<file path="src/rtl/irq_route_pkg.sv">
package irq_route_pkg;
  localparam int REG_DW   = 64;
  localparam int CPU_W    = 5;
  localparam int VEC_W    = 6;
  localparam int CPU_LSB  = 8;
  localparam int VEC_LSB  = 0;
  localparam int MASK_POS = 2;
  localparam int CLR_POS  = 1;
  localparam int PEND_POS = 0;

  typedef struct packed {
    logic [CPU_W-1:0] cpu;
    logic [VEC_W-1:0] vec;
  } route_t;

  typedef enum logic [1:0] {
    BANK_NONE  = 2'd0,
    BANK_ROUTE = 2'd1,
    BANK_GATE  = 2'd2
  } bank_e;

  function automatic logic [REG_DW-1:0] pack_route(route_t r);
    logic [REG_DW-1:0] d;
    d = '0;
    d[CPU_LSB +: CPU_W] = r.cpu;
    d[VEC_LSB +: VEC_W] = r.vec;
    return d;
  endfunction

  function automatic route_t unpack_route(logic [REG_DW-1:0] d);
    route_t r;
    r.cpu = d[CPU_LSB +: CPU_W];
    r.vec = d[VEC_LSB +: VEC_W];
    return r;
  endfunction

  function automatic logic [REG_DW-1:0] pack_gate(logic mask, logic pend);
    logic [REG_DW-1:0] d;
    d = '0;
    d[MASK_POS] = mask;
    d[PEND_POS] = pend;
    return d;
  endfunction
endpackage

</file>
<file path="src/rtl/irq_route_decode.sv">
module irq_route_decode
  import irq_route_pkg::*;
#(
  parameter int N_SRC   = 16,
  parameter int ADDR_W  = 12,
  parameter int RT_BASE = 'h000,
  parameter int GT_BASE = 'h100,
  parameter int IDX_W   = 4
) (
  input  logic [ADDR_W-1:0] addr_i,
  output bank_e             bank_o,
  output logic [IDX_W-1:0]  idx_o
);
  localparam logic [ADDR_W-1:0] RT_BASE_A = ADDR_W'(RT_BASE);
  localparam logic [ADDR_W-1:0] GT_BASE_A = ADDR_W'(GT_BASE);
  localparam logic [ADDR_W-1:0] SPAN_A    = ADDR_W'(N_SRC * 8);

  logic [ADDR_W-1:0] rt_off, gt_off;

  // below-base offsets wrap high and fall outside the span
  assign rt_off = addr_i - RT_BASE_A;
  assign gt_off = addr_i - GT_BASE_A;

  always_comb begin
    bank_o = BANK_NONE;
    idx_o  = '0;
    if (rt_off < SPAN_A) begin
      bank_o = BANK_ROUTE;
      idx_o  = rt_off[IDX_W+2:3];
    end else if (gt_off < SPAN_A) begin
      bank_o = BANK_GATE;
      idx_o  = gt_off[IDX_W+2:3];
    end
  end

  always_comb begin
    if (bank_o != BANK_NONE)
      assert_idx_in_bank_R8: assert (32'(idx_o) < N_SRC);
  end
endmodule

</file>
<file path="src/rtl/irq_route_table.sv">
module irq_route_table
  import irq_route_pkg::*;
#(
  parameter int N_SRC = 16,
  parameter int IDX_W = 4
) (
  input  logic             clk_i,
  input  logic             rst_ni,
  input  logic             we_i,
  input  logic [IDX_W-1:0] widx_i,
  input  route_t           wroute_i,
  output route_t           route_o [N_SRC]
);
  for (genvar i = 0; i < N_SRC; i++) begin : g_entry
    route_t ent_q;
    always_ff @(posedge clk_i or negedge rst_ni) begin
      if (!rst_ni)                                  ent_q <= '0;
      else if (we_i && widx_i == IDX_W'(i))         ent_q <= wroute_i;
    end
    assign route_o[i] = ent_q;

    assert_route_load_R2: assert property (@(posedge clk_i) disable iff (!rst_ni)
      (we_i && widx_i == IDX_W'(i)) |=> (ent_q == $past(wroute_i)));
  end
endmodule

</file>
<file path="src/rtl/irq_route_gate.sv">
module irq_route_gate #(
  parameter int N_SRC = 16,
  parameter int IDX_W = 4
) (
  input  logic             clk_i,
  input  logic             rst_ni,
  input  logic             we_i,
  input  logic [IDX_W-1:0] widx_i,
  input  logic             wmask_i,
  input  logic             wclr_i,
  input  logic             irq_valid_i,
  input  logic [IDX_W-1:0] irq_src_i,
  output logic [N_SRC-1:0] mask_o,
  output logic [N_SRC-1:0] pend_o,
  output logic             accept_o
);
  logic [N_SRC-1:0] hit;

  for (genvar i = 0; i < N_SRC; i++) begin : g_gate
    logic sel_w, mask_q, pend_q;
    assign hit[i] = irq_valid_i && irq_src_i == IDX_W'(i) && !mask_q;
    assign sel_w  = we_i && widx_i == IDX_W'(i);

    // acceptance overrides a same-cycle software write
    always_ff @(posedge clk_i or negedge rst_ni) begin
      if (!rst_ni) begin
        mask_q <= 1'b1;
        pend_q <= 1'b0;
      end else if (hit[i]) begin
        mask_q <= 1'b1;
        pend_q <= 1'b1;
      end else if (sel_w) begin
        mask_q <= wmask_i;
        if (wclr_i) pend_q <= 1'b0;
      end
    end
    assign mask_o[i] = mask_q;
    assign pend_o[i] = pend_q;
  end

  assign accept_o = |hit;

  assert_src_range_R6: assert property (@(posedge clk_i) disable iff (!rst_ni)
    irq_valid_i |-> (32'(irq_src_i) < N_SRC));

  assert_accept_marks_R6: assert property (@(posedge clk_i) disable iff (!rst_ni)
    accept_o |=> (mask_o[$past(irq_src_i)] && pend_o[$past(irq_src_i)]));

  assert_masked_drop_R5: assert property (@(posedge clk_i) disable iff (!rst_ni)
    (irq_valid_i && mask_o[irq_src_i] && !we_i) |=> ($stable(mask_o) && $stable(pend_o)));

  assert_accept_once_R7: assert property (@(posedge clk_i) disable iff (!rst_ni)
    (accept_o && !we_i) |=> !(irq_valid_i && irq_src_i == $past(irq_src_i) && accept_o));

  assert_collision_win_R9: assert property (@(posedge clk_i) disable iff (!rst_ni)
    (accept_o && we_i && widx_i == irq_src_i && !wmask_i) |=> mask_o[$past(widx_i)]);
endmodule

</file>
<file path="src/rtl/irq_route_ctrl.sv">
module irq_route_ctrl
  import irq_route_pkg::*;
#(
  parameter int N_SRC   = 16,
  parameter int ADDR_W  = 12,
  parameter int RT_BASE = 'h000,
  parameter int GT_BASE = 'h100,
  localparam int IDX_W  = (N_SRC > 1) ? $clog2(N_SRC) : 1
) (
  input  logic              clk_i,
  input  logic              rst_ni,
  input  logic              reg_req_i,
  input  logic              reg_we_i,
  input  logic [ADDR_W-1:0] reg_addr_i,
  input  logic [63:0]       reg_wdata_i,
  output logic [63:0]       reg_rdata_o,
  output logic              reg_err_o,
  input  logic              irq_valid_i,
  input  logic [IDX_W-1:0]  irq_src_i,
  output logic              post_valid_o,
  output logic [4:0]        post_cpu_o,
  output logic [5:0]        post_vec_o
);
  bank_e            bank;
  logic [IDX_W-1:0] idx;
  logic             rt_we, gt_we, accept;
  route_t           routes [N_SRC];
  logic [N_SRC-1:0] mask, pend;
  logic [63:0]      rd_mux, rdata_q;
  logic             err_q, post_q;
  route_t           post_r_q;
  logic             unused_wdata;

  assign unused_wdata = ^reg_wdata_i;

  irq_route_decode #(
    .N_SRC(N_SRC), .ADDR_W(ADDR_W), .RT_BASE(RT_BASE), .GT_BASE(GT_BASE), .IDX_W(IDX_W)
  ) i_decode (
    .addr_i(reg_addr_i), .bank_o(bank), .idx_o(idx)
  );

  assign rt_we = reg_req_i && reg_we_i && bank == BANK_ROUTE;
  assign gt_we = reg_req_i && reg_we_i && bank == BANK_GATE;

  irq_route_table #(.N_SRC(N_SRC), .IDX_W(IDX_W)) i_table (
    .clk_i, .rst_ni,
    .we_i(rt_we), .widx_i(idx), .wroute_i(unpack_route(reg_wdata_i)),
    .route_o(routes)
  );

  irq_route_gate #(.N_SRC(N_SRC), .IDX_W(IDX_W)) i_gate (
    .clk_i, .rst_ni,
    .we_i(gt_we), .widx_i(idx),
    .wmask_i(reg_wdata_i[MASK_POS]), .wclr_i(reg_wdata_i[CLR_POS]),
    .irq_valid_i, .irq_src_i,
    .mask_o(mask), .pend_o(pend), .accept_o(accept)
  );

  always_comb begin
    unique case (bank)
      BANK_ROUTE: rd_mux = pack_route(routes[idx]);
      BANK_GATE:  rd_mux = pack_gate(mask[idx], pend[idx]);
      default:    rd_mux = '0;
    endcase
  end

  always_ff @(posedge clk_i or negedge rst_ni) begin
    if (!rst_ni) begin
      rdata_q  <= '0;
      err_q    <= 1'b0;
      post_q   <= 1'b0;
      post_r_q <= '0;
    end else begin
      rdata_q  <= (reg_req_i && !reg_we_i) ? rd_mux : '0;
      err_q    <= reg_req_i && bank == BANK_NONE;
      post_q   <= accept;
      post_r_q <= accept ? routes[irq_src_i] : '0;
    end
  end

  assign reg_rdata_o  = rdata_q;
  assign reg_err_o    = err_q;
  assign post_valid_o = post_q;
  assign post_cpu_o   = post_r_q.cpu;
  assign post_vec_o   = post_r_q.vec;

  assert_idle_resp_R11: assert property (@(posedge clk_i) disable iff (!rst_ni)
    !reg_req_i |=> (reg_rdata_o == '0 && !reg_err_o));

  assert_err_zero_R10: assert property (@(posedge clk_i) disable iff (!rst_ni)
    reg_err_o |-> (reg_rdata_o == '0));

  assert_post_needs_irq_R6: assert property (@(posedge clk_i) disable iff (!rst_ni)
    !irq_valid_i |=> !post_valid_o);

  assert_route_rsvd_R2: assert property (@(posedge clk_i) disable iff (!rst_ni)
    (reg_req_i && !reg_we_i && bank == BANK_ROUTE) |=>
      (reg_rdata_o[63:13] == '0 && reg_rdata_o[7:6] == '0));

  assert_gate_rsvd_R3: assert property (@(posedge clk_i) disable iff (!rst_ni)
    (reg_req_i && !reg_we_i && bank == BANK_GATE) |=>
      (reg_rdata_o[63:3] == '0 && !reg_rdata_o[1]));
endmodule

</file>
<file path="config.mk">
export PLATFORM = sky130hd
export DESIGN_NAME = irq_route_ctrl
export DESIGN_NICKNAME = d
export VERILOG_FILES = /design/src/rtl/irq_route_pkg.sv /design/src/rtl/irq_route_decode.sv /design/src/rtl/irq_route_table.sv /design/src/rtl/irq_route_gate.sv /design/src/rtl/irq_route_ctrl.sv
export SDC_FILE = /design/constraint.sdc
export NUM_CORES = 1
export LEC_CHECK = 0
export ABC_AREA = 1
export BUFFER_PORTS_ARGS = -buffer_cell sky130_fd_sc_hd__buf_2
export CORE_MARGIN = 3
export CORE_UTILIZATION = 45
export DETAILED_ROUTE_END_ITERATION = 16
export PLACE_DENSITY = 0.62
export SKIP_LAST_GASP = 1
export SLEW_MARGIN = 0
export SYNTH_ARGS = -nofsm -noshare
export SYNTH_HDL_FRONTEND = slang
export SYNTH_SLANG_ARGS = --single-unit
</file>
<file path="constraint.sdc">
create_clock -name clk_i -period 1.7 [get_ports clk_i]
set_input_delay 0.34 -clock clk_i [delete_from_list [all_inputs] [get_ports clk_i]]
set_output_delay 0.34 -clock clk_i [all_outputs]
set_load 0.1 [all_outputs]
</file>
==> flow_summary.json, run 1 <==
{
  "run_status": "completed",
  "cp_top_family": "buffers and inverters",
  "place.port_buffers": 52,
  "drt_wl_total_um": 39000,
  "syn_inst": 1466,
  "drive_gt1_share_pct": 17.8,
  "yosysWarningCount": 0,
  "setup_repair_after_global_routing_missed_its_margin": "no",
  "core.rowCount": 58,
  "fin_crit_sh_pct": 97.7,
  "endpoint": "post_cpu_o[2]",
  "final_period_minus_worst_setup_slack_ps": 1660,
  "cp_max_fo": 1,
  "synth_edf_count": 0,
  "regToRegStartpoint": "i_gate.g_gate[12].mask_q",
  "ioPinCount": 162,
  "synth_area_leader_cell": "sky130_fd_sc_hd__dfrtp_1",
  "timing.reg2reg.setup_slack_ps": 180,
  "hold_class": "in2reg",
  "timing.final.max_slew_violations": 0,
  "max-slew-margin-rel_pct": 62.8,
  "synth.top_cells.by_area": "sky130_fd_sc_hd__dfrtp_1 (46%), sky130_fd_sc_hd__nand2_1 (13%), sky130_fd_sc_hd__o21ai_1 (9.2%)",
  "vdd_ir_drop_max_uv": 945,
  "cts.root.buffer_cell": "sky130_fd_sc_hd__clkbuf_16",
  "n_fill_cell": 2393,
  "crit_arrival_ps": 1320,
  "synth_cell_type_count": 27,
  "gp_congestion": 0.895,
  "grt_start_max_net_pins": 53,
  "fp.dieH_um": 168,
  "placement.setup.worst_slack_ps": -434,
  "critical_path.cell_chain": "buf_2",
  "cts_inserted_buffers": 26,
  "timing.critical_path.from_type": "register",
  "fin_area_mm2": 0.0143,
  "fin_tns_setup_ps": 0,
  "cpMaxStageDelayCell": "sky130_fd_sc_hd__buf_2",
  "leakagePower_nw": 6.80,
  "chipWidth_um": 168,
  "drv_cap": 0,
  "required_ps": 1360,
  "clk_buf_depth": 3,
  "timing.critical_path.depth": 1,
  "clock_insertion_delay_worst_skew_ps": 550,
  "grt_util_all_layers_pct": 27.3,
  "yosys.area_share.adder_pct": 0,
  "report.final.setup_viol": 0,
  "areaGrowthSynthToFinish_pct": 22.2,
  "globalRoute.totalOverflow": 0,
  "critical_path.n_buffers_inverters": 1,
  "largest_family_of_logic_cells_by_synthesized_area": "compound AO/OA/AOI/OAI gates",
  "clock-skew-final_ps": 21.5,
  "synthMuxAreaShare_pct": 0,
  "dp_hpwl_um": 25600,
  "first_global_vias": 10500,
  "synth_compound_area_share_pct": 21.0,
  "drc": 0,
  "vias": 11100,
  "synth-seq-cells": 232,
  "ys_seq_area_share_pct": 49.6,
  "synth_area_mm2": 0.0117,
  "crit_path_setup_slack_layout_ps": 38.6,
  "worst-r2r-cell-count": 8,
  "start_util_pct": 46.2,
  "power_density_mw_per_mm2": 1010,
  "full_die_area_mm2": 0.0281,
  "ys_top_cells_by_count": "sky130_fd_sc_hd__nand2_1 (399), sky130_fd_sc_hd__dfrtp_1 (216), sky130_fd_sc_hd__o21ai_1 (216)",
  "least_margin_pin_slew_ps": 558,
  "via_per_inst": 5.70,
  "grt_antenna_before_repair": 0,
  "antenna-diode-count": 0,
  "synth_simple_gate_area_share_pct": 19.3,
  "synthMostInstantiatedCell": "sky130_fd_sc_hd__nand2_1",
  "postSynthAreaPerCell_um2": 8.01,
  "criticalPathCategory": "reg2out",
  "drt_pass1_iterations": 6,
  "synth-xor-area-share_pct": 0,
  "nets": 1681,
  "ant_nets": 0,
  "detail_route.iter0.violations": 1051,
  "critPathMaxStageDelay_ps": 430,
  "grt_first_pass_wirelength_um": 60600,
  "reg2reg_to": "post_vec_o[5]",
  "routedWlPerCell_um": 20.1,
  "place_area_mm2": 0.0134,
  "postSynth.asyncResetShare_pct": 100,
  "ctsHtreeMaxLevel": 1,
  "achievable-frequency_mhz": 602,
  "critPathCaptureType": "output port",
  "startpoint": "post_cpu_o[2]",
  "tritoncts": "done",
  "core-area_mm2": 0.0254,
  "ys_dominant_reg_cell": "sky130_fd_sc_hd__dfrtp_1",
  "final_hold_viols": 0,
  "path_clk_slew_ps": 60,
  "clock_sinks": 232,
  "top_area_cell_type_share_of_the_netlist_area_pct": 46.0
}
cell usage in the layout (no fill, tap or decap), drive strengths merged:
cell type and n:
nand2 401, o21ai 279, dfrtp 216, buf 198, o22ai 148, inv 88
nor2 74, conb 53, clkbuf 39, nand4 37, nand3 30, o211ai 16
dfstp 16, bufinv 6, or2 4, clkinv 4, nor3 2, a22oi 2
o21a 1, dlygate4sd3 1
power breakdown:
| group | switching (mW) | leakage, nW | internal, mW |
|---|---|---|---|
| sequential | 0.143 | 3.12 | 5.85 |
| clock | 2.30 | 0.455 | 3.86 |
| combinational | 1.72 | 3.22 | 0.576 |
logic make-up (layout without fill, tap and decap cells):
group	Yosys count	count (layout)
compound gates	446	446
simple gates	548	548
buf+inv	239	336
flops	232	232
other cells	1	53
per-stage QoR:
step           instances  utilization [%]  hold slack [ps]  total power, mW
4_1_cts             1945             56.4             59.0             14.5
2_1_floorplan       1518                -             44.4             7.74
6_report            1945             56.5             68.7             14.4
3_5_place_dp        1897             52.7              275             8.36
5_1_grt             1945             56.5             76.3             15.0
3_3_place_gp        1897             52.7              279             8.34
cell type report:
type / instances / area (µm²) / share of cell area (%)
Inverter: 88 / 330 / 2.30
Clock buffer: 37 / 722 / 5.03
Multi-Input combinational cell: 1047 / 4950 / 34.5
Clock inverter: 10 / 211 / 1.47
Timing Repair Buffer: 201 / 1890 / 13.2
Tap cell: 330 / 413 / 2.88
Sequential cell: 232 / 5830 / 40.6
how the worst min path moves through the flow:
stage	start	to	slack, ps	cells after the start
global placement	rst_ni	i_gate.g_gate[8].pend_q	280	1
CTS	reg_req_i	reg_err_o	60	3
global route	reg_wdata_i[2]	i_gate.g_gate[0].mask_q	80	3
floorplan	rst_ni	i_gate.g_gate[0].pend_q	40	0
finish	reg_wdata_i[2]	i_gate.g_gate[0].mask_q	70	3
detailed placement	rst_ni	i_gate.g_gate[8].pend_q	280	1
layer usage:
metal | part of all wire (%) | vias to the layer above | track usage, % | routed length, µm
li1 | - | 5167 | - | -
met1 | 42 | 5299 | 38.0 | 16400
met2 | 46 | 522 | 43.6 | 17900
met3 | 8.6 | 103 | 4.51 | 3340
met4 | 3.6 | 0 | 9.14 | 1410
met5 | 0 | - | 0 | 0
state kept, by name (all words and copies together), names as in the netlist:
signal / count
i_table.route_o: 176
i_gate.g_gate.mask_q: 16
i_gate.g_gate.pend_q: 16
reg_rdata_o: 11
post_vec_o: 6
post_cpu_o: 5
post_valid_o: 1
reg_err_o: 1
what timing repair did:
action / in CTS / in global routing
resized for setup: 4 / 5
endpoints found under the setup margin: 4 / 51
setup buffers: 0 / 0
hold endpoints to repair: 28 / 0
hold buffers: 1 / 0
cloned: 0 / 0
No activity file was read; power rests on OpenSTA's default activity.
==> inputs of run 2 (changes only) <==
==> constraint.sdc (replaced) <==
create_clock -name clk_i -period 1.7 [get_ports clk_i]
set_input_delay 0 -clock clk_i [delete_from_list [all_inputs] [get_ports clk_i]]
set_output_delay 0 -clock clk_i [all_outputs]
set_load 0.1 [all_outputs]
==> run 2 against run 1 <==
- register-to-register slack got worse by 150 ps
- worst hold slack worse by 49 ps
- core utilization decreased by 1.8 points
- setup slack worse by 4.3 ps
- largest cell class unchanged
- first-iteration DRC count up 7.2%
- design area is 3.1% lower
==> flow_summary.json, run 2 (synthesized netlist as in run 1, its figures left out) <==
{
  "run_status": "completed",
  "clk_buf_depth": 3,
  "cts.root.buffer_cell": "sky130_fd_sc_hd__clkbuf_16",
  "cp_max_fo": 8,
  "first_global_vias": 10600,
  "final_hold_viols": 0,
  "ioPinCount": 162,
  "route.layer.met1.wl_um": 16700,
  "start_util_pct": 46.2,
  "crit_arrival_ps": 2090,
  "place_area_mm2": 0.0129,
  "critPathCaptureType": "register",
  "critical_path.cell_chain": "nor2_1 -> nand2_1 -> nand4_1 -> nor2_1 -> nand2_1 -> inv_1 -> buf_12 -> nor2_1",
  "cp_top_family": "simple AND/OR/NAND/NOR gates",
  "met3WireLength_um": 2980,
  "hold_class": "in2reg",
  "layout.cells.most_common": "sky130_fd_sc_hd__nand2_1",
  "drc": 0,
  "vias": 11000,
  "drv_cap": 0,
  "drt_pass1_iterations": 5,
  "full_die_area_mm2": 0.0281,
  "final-instance-count-excl-fill": 1915,
  "largest_reg_flops": 176,
  "timing.final.max_slew_violations": 0,
  "tritoncts": "done",
  "grt_antenna_before_repair": 0,
  "leakagePower_nw": 6.56,
  "criticalPathCategory": "reg2reg",
  "globalRoute.totalOverflow": 0,
  "ctsHtreeMaxLevel": 1,
  "required_ps": 2130,
  "core.rowCount": 58,
  "power_density_mw_per_mm2": 971,
  "achievable-frequency_mhz": 600,
  "chipWidth_um": 168,
  "ant_nets": 0,
  "timing.hold.worst_path_depth": 5,
  "worst-r2r-cell-count": 8,
  "critPathMaxStageDelay_ps": 550,
  "timing.critical_path.depth": 8,
  "report.final.setup_viol": 0,
  "detail_route.iter0.violations": 1127,
  "clock_insertion_delay_worst_skew_ps": 540,
  "routedWlPerCell_um": 20.5,
  "areaGrowthSynthToFinish_pct": 18.3,
  "most-common-layout-cells": "sky130_fd_sc_hd__nand2_1 (395), sky130_fd_sc_hd__o21ai_1 (216), sky130_fd_sc_hd__dfrtp_1 (216)",
  "clock-skew-final_ps": 12.2,
  "grt_first_pass_wirelength_um": 60900,
  "metal2_wl_um": 17800,
  "gp_congestion": 0.879,
  "final_period_minus_worst_setup_slack_ps": 1670,
  "fin_crit_sh_pct": 98.0,
  "grt_start_max_net_pins": 67,
  "via_per_inst": 5.75,
  "drive_gt1_share_pct": 15.3,
  "postCtsSetupBuffers": 0,
  "cpMaxStageDelayCell": "sky130_fd_sc_hd__dfstp_2",
  "final_core_utilization_pct": 54.7,
  "fin_area_mm2": 0.0139,
  "nets": 1652,
  "dp_hpwl_um": 24400,
  "max-slew-margin-rel_pct": 59.6,
  "clock_sinks": 232,
  "antenna-diode-count": 0,
  "place.port_buffers": 52,
  "topRoutingLayerUsed": "met4",
  "power_mw": 13.5,
  "placed_cells": 1851,
  "critical_path.n_buffers_inverters": 2,
  "fp.dieH_um": 168,
  "grt_util_all_layers_pct": 27.4,
  "least_margin_pin_slew_ps": 605,
  "vdd_ir_drop_max_uv": 831,
  "drt_wl_total_um": 39200,
  "cts_inserted_buffers": 25,
  "core-area_mm2": 0.0254,
  "n_fill_cell": 2407,
  "timing.critical_path.from_type": "register",
  "most_frequent_cell_on_the_critical_path": "sky130_fd_sc_hd__nor2_1",
  "path_clk_slew_ps": 60
}
run 2: changes by cell type in the layout (fill, tap and decap cells not counted), sizes merged:
cell | before | now
buf | 198 | 155
dlygate4sd3 | 1 | 18
bufinv | 6 | 0
clkinv | 4 | 7
clkbuf | 39 | 37
inv | 88 | 89
run 2: worst min-delay path, stage by stage:
cell	delay (ps)
sky130_fd_sc_hd__buf_2	140
sky130_fd_sc_hd__nand2_2	120
sky130_fd_sc_hd__nor3_1	80
sky130_fd_sc_hd__nor2_1	100
sky130_fd_sc_hd__nor2_1	60
run 2: per-stage QoR:
step           setup slack [ps]  hold WS, ps  TNS [ps]
2_1_floorplan               370         -296         0
3_3_place_gp              -6.38        -91.5     -6.38
3_5_place_dp              -28.8        -91.8      -339
4_1_cts                    22.8         3.94         0
5_1_grt                   -19.8         49.3     -19.8
6_report                   34.4         19.5         0
run 2: timing repair:
item                                    4_1_cts  5_1_grt
endpoints found under the setup margin        0        2
gates resized for setup                       0        3
hold endpoints to repair                    325        0
hold buffers                                 19        0
run 2: cell type report:
class,instances,area [µm²],share of cell area [%]
flip-flops and latches,232,5830,41.9
multi-input cells,1047,4950,35.6
repair buffers,173,1590,11.4
clock buffers,37,731,5.26
well taps,330,413,2.97
inverters,88,330,2.38
clock inverters,8,55.1,0.396
run 2: power by group:
part	total [mW]	switching (mW)	internal, mW
combinational	2.25	1.72	0.536
sequential	6.00	0.147	5.85
clock	5.24	2.26	2.98
run 2: final timing paths:
| kind | start | slack [ps] | to |
|---|---|---|---|
| setup / recovery | i_gate.g_gate[13].mask_q | 30 | post_vec_o[1] |
| hold / removal | reg_addr_i[5] | 20 | reg_rdata_o[12] |
| setup reg to reg | i_gate.g_gate[13].mask_q | 30 | post_vec_o[1] |
| hold reg to reg | i_gate.g_gate[14].pend_q | 480 | i_gate.g_gate[14].pend_q |
| max in group asynchronous | rst_ni | 1260 | reg_rdata_o[11] |
| min in group asynchronous | rst_ni | 80 | i_gate.g_gate[8].mask_q |
run 2: layer usage:
| metal | vias to the layer above | GRT usage (%) |
|---|---|---|
| met4 | 0 | 10.7 |
| met2 | 528 | 43.7 |
| li1 | 5103 | - |
| met3 | 107 | 4.08 |
| met1 | 5265 | 37.8 |
| met5 | - | 0 |
==> inputs of run 3 (changes only) <==
--- a/config.mk
+++ b/config.mk
@@ -7,6 +7,8 @@
 export LEC_CHECK = 0
 export ABC_AREA = 1
 export BUFFER_PORTS_ARGS = -buffer_cell sky130_fd_sc_hd__buf_2
+export CAP_MARGIN = 20
+export CORE_ASPECT_RATIO = 1.75
 export CORE_MARGIN = 3
 export CORE_UTILIZATION = 45
 export DETAILED_ROUTE_END_ITERATION = 16
==> run 3 against run 2 <==
- the flow now finishes with violations (negative hold slack, negative setup slack)
- critical path depth grew 1
- via count up 0.92%
- wire length grew 3.7%
- design area down 0.12%
- critical path type unchanged
==> flow_summary.json, run 3 (synthesized netlist as in run 1, its figures left out) <==
{
  "timing.final.max_slew_violations": 0,
  "drt_pass1_iterations": 6,
  "final_period_minus_worst_setup_slack_ps": 1710,
  "clk_buf_depth": 3,
  "fin_crit_sh_pct": 100,
  "fp.dieH_um": 220,
  "ant_nets": 0,
  "ctsHtreeMaxLevel": 1,
  "via_per_inst": 5.81,
  "layout.cells.most_common": "sky130_fd_sc_hd__nand2_1",
  "drc": 0,
  "most-common-layout-cells": "sky130_fd_sc_hd__nand2_1 (395), sky130_fd_sc_hd__o21ai_1 (216), sky130_fd_sc_hd__dfrtp_1 (216)",
  "grt_first_pass_wirelength_um": 62500,
  "crit_arrival_ps": 2120,
  "internal_power_mw": 9.55,
  "vias": 11100,
  "cts_inserted_buffers": 23,
  "globalRoute.totalOverflow": 0,
  "full_die_area_mm2": 0.0281,
  "ioPinCount": 162,
  "fin_area_mm2": 0.0139,
  "switching_share_pct": 29.8,
  "cts.root.buffer_cell": "sky130_fd_sc_hd__clkbuf_16",
  "achievable-frequency_mhz": 586,
  "max-slew-margin-rel_pct": 57.7,
  "place_area_mm2": 0.0130,
  "hold_class": "in2async",
  "drive_gt1_share_pct": 16.6,
  "cp_max_fo": 11,
  "nets": 1666,
  "core-area_mm2": 0.0254,
  "comb_power_share_pct": 16.9,
  "antenna-diode-count": 0,
  "areaGrowthSynthToFinish_pct": 18.2,
  "timing.critical_path.from_type": "register",
  "fin_tns_setup_ps": -6.44,
  "clock_sinks": 232,
  "setup_repair_after_global_routing_missed_its_margin": "yes",
  "grt_start_max_net_pins": 57,
  "final_core_utilization_pct": 54.6,
  "chipWidth_um": 128,
  "final_hold_viols": 2,
  "least_margin_pin_slew_ps": 632,
  "detail_route.iter0.violations": 980,
  "drv_cap": 0,
  "clock_power_share_pct": 39.1,
  "tritoncts": "done",
  "place.port_buffers": 52,
  "grt_antenna_before_repair": 0,
  "report.final.setup_viol": 1,
  "fin_worst_hold_slack_ps": -10.7,
  "criticalPathCategory": "reg2reg",
  "clock_insertion_delay_worst_skew_ps": 530,
  "routedWlPerCell_um": 21.3,
  "largest_reg_flops": 176,
  "switching_pwr_mw": 4.06,
  "start_util_pct": 46.2,
  "vdd_ir_drop_max_uv": 737,
  "power_density_mw_per_mm2": 981,
  "core.rowCount": 77,
  "postCtsSetupBuffers": 0,
  "dp_hpwl_um": 27000,
  "power_mw": 13.6,
  "gp_congestion": 0.953,
  "run_status": "complete, but fails checks",
  "critPathCaptureType": "register",
  "clock-skew-final_ps": 7.52,
  "pwr-share-seq_pct": 44.1,
  "violated_checks": "negative hold slack, negative setup slack",
  "drt_wl_total_um": 40700,
  "required_ps": 2120,
  "crit_path_setup_slack_layout_ps": -6.44,
  "first_global_vias": 11000,
  "path_clk_slew_ps": 60,
  "leakagePower_nw": 6.60,
  "grt_util_all_layers_pct": 28.8
}
==> run 3: cell types whose count changed in the layout (fill, tap and decap cells not counted), sizes merged <==
cell | before | now
buf | 155 | 182
dlygate4sd3 | 18 | 7
clkbuf | 37 | 32
clkinv | 7 | 3
bufinv | 0 | 3
inv | 89 | 88
==> run 3: cell type report <==
| class | count | area (µm²) |
|---|---|---|
| sequential | 232 | 5830 |
| inverter | 88 | 330 |
| multi-input combinational | 1047 | 4940 |
| fill | 2427 | 11600 |
| timing repair buffer | 189 | 1620 |
| clock inverter | 6 | 109 |
| clock buffer | 32 | 659 |
| tap | 316 | 395 |
==> run 3: worst paths after layout <==
path	start	end	slack (ps)	depth (start not counted)
worst min-delay path	rst_ni	i_gate.g_gate[10].pend_q	-10	2
worst min register to register	i_gate.g_gate[12].pend_q	i_gate.g_gate[12].pend_q	490	2
min in group clk_i	reg_wdata_i[12]	i_table.route_o[153]	20	3
max in group asynchronous	rst_ni	i_table.route_o[120]	1010	3
worst max register to register	i_gate.g_gate[15].mask_q	post_cpu_o[1]	-6	9
worst max-delay path	i_gate.g_gate[15].mask_q	post_cpu_o[1]	-6	9
==> run 3: critical path: stages, from the launching register on <==
cell	delay [ps]
sky130_fd_sc_hd__dfstp_2	540
sky130_fd_sc_hd__nor2_1	50
sky130_fd_sc_hd__nand2_1	100
sky130_fd_sc_hd__nand4_1	220
sky130_fd_sc_hd__nor2_1	160
sky130_fd_sc_hd__nand2_1	80
sky130_fd_sc_hd__inv_1	90
sky130_fd_sc_hd__buf_12	160
sky130_fd_sc_hd__nor2_1	60
sky130_fd_sc_hd__buf_4	130
==> run 3: layer usage <==
layer | track usage [%] | vias to the layer above | share of wire, % | wire [µm]
li1 | - | 5144 | - | -
met1 | 33.1 | 5265 | 36 | 14800
met2 | 50.5 | 555 | 51 | 20600
met3 | 3.98 | 140 | 6.4 | 2600
met4 | 17.4 | 0 | 6.4 | 2610
met5 | 0 | - | 0 | 0
==> run 3: what timing repair did <==
action	4_1_cts	5_1_grt
resized for setup	0	1
endpoints found under the hold margin	248	0
setup endpoints to repair	0	3
hold buffers	7	0
==> run 3: metrics by stage <==
| step | setup WS, ps | std cells |
|---|---|---|
| floorplan | 370 | 1518 |
| global placement | -131 | 1865 |
| detailed placement | -136 | 1865 |
| CTS | 30.0 | 1910 |
| global route | -5.60 | 1910 |
| finish | -6.44 | 1910 |
==> run 3: power by group through the flow <==
stage	combinational [mW]	clock [mW]	sequential, mW
after floorplan	1.43	0	6.31
after global placement	2.25	0	6.09
after detailed placement	2.28	0	6.08
after CTS	2.29	5.39	6.00
after global routing	2.48	5.58	6.02
final	2.30	5.32	6.00
